==> config.mk <==
export PLATFORM = sky130hd
export DESIGN_NAME = clk_gate_ctrl
export DESIGN_NICKNAME = d
export VERILOG_FILES = /design/src/rtl/cg_pkg.sv /design/src/rtl/cg_regs.sv /design/src/rtl/cg_hyst.sv /design/src/rtl/cg_gate.sv /design/src/rtl/cg_sync.sv /design/src/rtl/clk_gate_ctrl.sv
export SDC_FILE = /design/constraint.sdc
export NUM_CORES = 1
export LEC_CHECK = 0
export BUFFER_PORTS_ARGS = -buffer_cell sky130_fd_sc_hd__clkbuf_2
export CORE_MARGIN = 2
export CORE_UTILIZATION = 50
export CTS_CLUSTER_SIZE = 14
export DETAILED_ROUTE_END_ITERATION = 6
export PLACE_DENSITY = 0.74
export SLEW_MARGIN = 0
export SYNTH_ARGS = -nofsm -noshare
export SYNTH_HDL_FRONTEND = slang
export SYNTH_SLANG_ARGS = --single-unit
==> constraint.sdc <==
create_clock -name clk_i -period 2.4 [get_ports clk_i]
set_clock_uncertainty 0.1 [all_clocks]
set_input_delay 0.48 -clock clk_i [delete_from_list [all_inputs] [get_ports clk_i]]
set_output_delay 0.48 -clock clk_i [all_outputs]
set_load 0.01 [all_outputs]
==> src/rtl/cg_pkg.sv <==
`timescale 1ns/1ps
package cg_pkg;
  localparam int unsigned CTRL_W = 4;
  localparam int unsigned RD_W   = CTRL_W + 1;

  typedef struct packed {
    logic hyst_long;
    logic hyst_on;
    logic own_sw;
    logic en;
  } ctrl_t;
endpackage

==> src/rtl/cg_regs.sv <==
`timescale 1ns/1ps
module cg_regs
  import cg_pkg::*;
#(
  parameter bit NEVER_OFF = 1'b0
) (
  input  logic              clk_i,
  input  logic              rst_ni,
  input  logic              wr_i,
  input  logic [CTRL_W-1:0] wdata_i,
  output ctrl_t             ctrl_o
);
  ctrl_t wr_c, ctrl_q;

  always_comb begin
    wr_c = ctrl_t'(wdata_i);
    // enable bit only retained when software owns a disableable gate
    wr_c.en = wr_c.en & wr_c.own_sw & ~NEVER_OFF;
  end

  always_ff @(posedge clk_i or negedge rst_ni) begin
    if (!rst_ni)   ctrl_q <= '0;
    else if (wr_i) ctrl_q <= wr_c;
  end

  assign ctrl_o = ctrl_q;

  p_en_clear_hw_r3: assert property (@(posedge clk_i) disable iff (!rst_ni)
    !ctrl_q.own_sw |-> !ctrl_q.en)
    else $error("R3: enable bit set under hardware ownership");
endmodule

==> src/rtl/cg_hyst.sv <==
`timescale 1ns/1ps
module cg_hyst #(
  parameter int unsigned HYST_LO = 8,
  parameter int unsigned HYST_HI = 64
) (
  input  logic clk_i,
  input  logic rst_ni,
  input  logic req_i,
  input  logic hyst_on_i,
  input  logic hyst_long_i,
  output logic on_o
);
  localparam int unsigned CW = $clog2(HYST_HI + 1);

  logic [CW-1:0] cnt_q, limit;
  logic          on_q;

  assign limit = hyst_long_i ? CW'(HYST_HI) : CW'(HYST_LO);

  always_ff @(posedge clk_i or negedge rst_ni) begin
    if (!rst_ni) begin
      on_q  <= 1'b0;
      cnt_q <= '0;
    end else if (req_i) begin
      on_q  <= 1'b1;
      cnt_q <= '0;
    end else if (on_q) begin
      if (!hyst_on_i || cnt_q >= limit) begin
        on_q  <= 1'b0;
        cnt_q <= '0;
      end else begin
        cnt_q <= cnt_q + 1'b1;
      end
    end
  end

  assign on_o = on_q;

  p_turn_on_r5: assert property (@(posedge clk_i) disable iff (!rst_ni)
    req_i |=> on_q)
    else $error("R5: turn-on delayed");

  p_off_direct_r6: assert property (@(posedge clk_i) disable iff (!rst_ni)
    (!req_i && !hyst_on_i) |=> !on_q)
    else $error("R6: turn-off delayed without hysteresis");

  p_cnt_bound_r7: assert property (@(posedge clk_i) disable iff (!rst_ni)
    cnt_q <= CW'(HYST_HI))
    else $error("R7: delay counter out of range");
endmodule

==> src/rtl/cg_gate.sv <==
`timescale 1ns/1ps
module cg_gate (
  input  logic clk_i,
  input  logic rst_ni,
  input  logic on_i,
  output logic gate_en_o
);
  // launched in the low phase so the enable is steady across the high phase
  always_ff @(negedge clk_i or negedge rst_ni) begin
    if (!rst_ni) gate_en_o <= 1'b0;
    else         gate_en_o <= on_i;
  end
endmodule

==> src/rtl/cg_sync.sv <==
`timescale 1ns/1ps
module cg_sync #(
  parameter int unsigned STAGES = 3
) (
  input  logic clk_i,
  input  logic rst_ni,
  input  logic d_i,
  output logic q_o
);
  logic [STAGES-1:0] q;

  for (genvar i = 0; i < STAGES; i++) begin : g_stage
    if (i == 0) begin : g_first
      always_ff @(posedge clk_i or negedge rst_ni) begin
        if (!rst_ni) q[i] <= 1'b0;
        else         q[i] <= d_i;
      end
    end else begin : g_next
      always_ff @(posedge clk_i or negedge rst_ni) begin
        if (!rst_ni) q[i] <= 1'b0;
        else         q[i] <= q[i-1];
      end
    end
  end

  assign q_o = q[STAGES-1];
endmodule

==> src/rtl/clk_gate_ctrl.sv <==
`timescale 1ns/1ps
module clk_gate_ctrl
  import cg_pkg::*;
#(
  parameter bit          NEVER_OFF   = 1'b0,
  parameter int unsigned HYST_LO     = 8,
  parameter int unsigned HYST_HI     = 64,
  parameter int unsigned SYNC_STAGES = 3
) (
  input  logic              clk_i,
  input  logic              rst_ni,
  input  logic              wr_i,
  input  logic [CTRL_W-1:0] wdata_i,
  input  logic              hw_req_i,
  output logic [RD_W-1:0]   rdata_o,
  output logic              gate_en_o
);
  ctrl_t ctrl;
  logic  req, on, status;

  cg_regs #(.NEVER_OFF(NEVER_OFF)) u_regs (
    .clk_i, .rst_ni, .wr_i, .wdata_i, .ctrl_o(ctrl)
  );

  assign req = ctrl.own_sw ? (ctrl.en | NEVER_OFF) : hw_req_i;

  cg_hyst #(.HYST_LO(HYST_LO), .HYST_HI(HYST_HI)) u_hyst (
    .clk_i, .rst_ni, .req_i(req), .hyst_on_i(ctrl.hyst_on),
    .hyst_long_i(ctrl.hyst_long), .on_o(on)
  );

  cg_gate u_gate (.clk_i, .rst_ni, .on_i(on), .gate_en_o);

  cg_sync #(.STAGES(SYNC_STAGES)) u_sync (
    .clk_i, .rst_ni, .d_i(gate_en_o), .q_o(status)
  );

  assign rdata_o = {status, ctrl};

  p_status_lag_r9: assert property (@(posedge clk_i) disable iff (!rst_ni)
    status == $past(gate_en_o, SYNC_STAGES))
    else $error("R9: status does not track delayed gate");

  if (NEVER_OFF) begin : g_noff_chk
    p_never_off_r4: assert property (@(posedge clk_i) disable iff (!rst_ni)
      ctrl.own_sw |=> (on && !ctrl.en))
      else $error("R4: never-disable gate turned off or enable stored");
  end
endmodule

==> reports/results.tsv <==
stage	metric	value	unit
final_layout	area_growth	13.91	%
setup_path	crit_path_start	u_gate.gate_en_o	
sta	drv_slew	0	
setup_path	path_class	reg2out	
clock_tree	post-cts-setup-buffers	0	
power	p_leak	0.4177	nW
route	routedWlPerCell	12.16	µm
clock_tree	clock_sinks	16	
setup_path	cp-end-kind	primary output	
route	routed_wl	1.204	mm
clock_tree	htreeDepth	1	
route	antenna_left	0	
outcome	violations	setup timing	
outcome	status	finished, violations left	
power	ir_drop	0.3918	mV
final_layout	antenna_cells	0	
sta	worst_pin_slew	435.1	ps
yosys	avgSynthCellArea	11.24	µm²
route	drt_iter0_markers	6	
power	power_frac_seq	54.6	%
setup_path	arrival	2030	ps
grt	grt_usage	16.21	%
setup_path	reg2regPathDepth	6	
clock_tree	tritoncts	yes	
yosys	ys_top_cells_by_area	dfrtp_1 49%, o21ai_2 6.9%, ha_1 6.5%, mux2_2 5.9%, nand2_1 4.4%	
sta	hold-worst-slack	63.48	ps
sta	final-setup-viol-count	1	
setup_path	worst_setup_path_start_kind	flop	
yosys	netlist.area_leader.share	49.10	%
final_layout	fin_area	870.8	µm²
sta	hold_violations	0	
yosys	synth_nets	80	
power	p_sw_share	25.42	%
yosys	synth_area	764.5	µm²
power	power.switching	143.3	µW
setup_path	cp_slowest_cell	dfrtn_1	
die	die_area	0.001858	mm²
setup_path	crit_path_max_fanout	2	
power	cellInternalPower	420.6	µW
final_layout	multi_input_area	319.1	µm²
clock_tree	clk_latency	280	ps
setup_path	path_delay_family	flip-flops	
yosys	synth_top_area_cell	dfrtp_1	
final_layout	final_cells	99	
final_layout	nets	96	
power	comb_power_share	14.0	%
final_layout	regArea	400.4	µm²
grt	grt_pass1_vias	497	
clock_tree	postCtsHoldBufs	0	
grt	grt_overflow	0	
route	drcViolationCount	0	
setup_path	crit_chain	clkbuf_2	
die	start_util	51.96	%
grt	grt_max_degree	16	
placed_design	port_buffers	13	
setup_path	rrSetupSlack	350	ps
min_path	hold_class	in2async	
setup_path	r2r-start	u_hyst.cnt_q[3]	
grt	grt_pass1_wl	2.187	mm
placed_design	placed_area	834.6	µm²
die	die_h	43.10	µm
yosys	synth_warnings	0	
route	firstDrtPassIters	4	
setup_path	r2r-end	u_hyst.cnt_q[4]	
placed_design	gp_congestion	0.7248	
setup_path	path_buf_inv	1	
yosys	ys_seq_area_share	52.37	%
final_layout	nFillCells	132	
setup_path	cp.required	1820	ps
die	core	0.001471	mm²
flow_run	drv_cap	0	
final_layout	final_util	59.18	%
power	clockPowerShare	31.4	%
clock_tree	clk_root_buffer_cell	clkbuf_4	
clock_tree	cts.clk_slew.worst_paths	100	ps
sta	layout_setup_ws	-210.4	ps
clock_tree	cts_made_buffers	3	
die	ios	14	
die	die_w	43.10	µm
yosys	synth_cells	68	
die	rows	14	
final_layout	layout-drive-gt1-share	34.94	%
placed_design	placed_cells	95	
setup_path	slowest_delay	410	ps
yosys	ys_seq_elements	16	
sta	rsz0062_at_grt	yes	
yosys	synthDistinctLibCells	19	
sta	tns	-210.4	ps
clock_tree	cts_max_path_buffers	2	
placed_design	dp_hpwl	941.9	µm
sta	slew-limit-headroom	70.88	%
route	vias_per_cell	4.909	
grt	antenna_found_initial	0	
route	vias	486	
power	powerDensity	647.6	mW/mm²
## cells in the final DEF (no fill, tap or decap), drive strengths merged
cell type	netlist	final
clkbuf	0	17
dfrtp	15	15
nand2	9	9
o21ai	8	8
inv	6	6
mux2	4	4
nand3	4	4
ha	4	4
xnor2	3	3
nor2	3	3
xor2	2	2
or3b	1	1
and4b	1	1
a2111o	1	1
or2b	1	1
or2	1	1
and3	1	1
buf	3	1
dfrtn	1	1
## synth_stat cells (all sizes together)
library cell,instances
xnor2,3
and3,1
dfrtn,1
mux2,4
buf,3
nand2,9
nand3,4
or2b,1
dfrtp,15
nor2,3
inv,6
xor2,2
o21ai,8
ha,4
a2111o,1
or3b,1
or2,1
and4b,1
## worst max-delay path by stage
stage / cells after the start / slack (ps) / end
CTS: 1 / -220 / gate_en_o
global placement: 1 / 110 / gate_en_o
detailed placement: 1 / 100 / gate_en_o
global route: 1 / -240 / gate_en_o
floorplan: 0 / 200 / gate_en_o
finish: 1 / -210 / gate_en_o
## per-stage QoR
stage          power (mW)  worst slack, ps
6_report           0.5639           -210.4
5_1_grt            0.5920           -235.8
4_1_cts            0.5695           -216.7
3_5_place_dp       0.3944            95.21
3_3_place_gp       0.3919            111.6
2_1_floorplan      0.3654            195.7
## cells by family after synthesis
family	count (synthesis)	synth area share, %
xor+xnor	5	5.729
compound gates	9	9.656
mux	4	5.892
fa+ha+maj	4	6.547
flops	16	52.37
simple gates	21	13.91
buf+inv	9	5.892
## layout make-up
type,count,area share [%]
Clock buffer,4,4.167
Inverter,6,2.586
Multi-Input combinational cell,43,36.64
Sequential cell,16,45.98
Tap cell,16,2.299
Timing Repair Buffer,14,8.333
## registers in the layout, indices dropped and copies added, names as in the netlist
name	flops
u_gate.gate_en_o	1
u_hyst.cnt_q	7
u_hyst.on_o	1
u_sync.q	2
u_sync.q_o	1
u_regs.ctrl_o	4
## repair_timing
| action | CTS | global route |
|---|---|---|
| gates resized for setup | 0 | 0 |
| setup endpoints to repair | 1 | 1 |
| pin swaps | 0 | 0 |
## per-layer routing
metal | up-vias | global-route usage [%] | wire, µm
met5 | - | 0 | 0
met4 | 0 | 7.273 | 16
met3 | 2 | 3.830 | 31
met2 | 5 | 23.28 | 574
met1 | 222 | 22.97 | 582
li1 | 257 | - | -
## power by group through the flow
stage,Sequential [mW],Clock [mW],Combinational (mW)
after floorplan,0.313,0,0.0526
after global placement,0.313,0,0.0793
after detailed placement,0.314,0,0.0807
after CTS,0.308,0.180,0.0812
after global routing,0.311,0.190,0.0909
final,0.308,0.177,0.0789
Power figures use the tool's default switching activity.
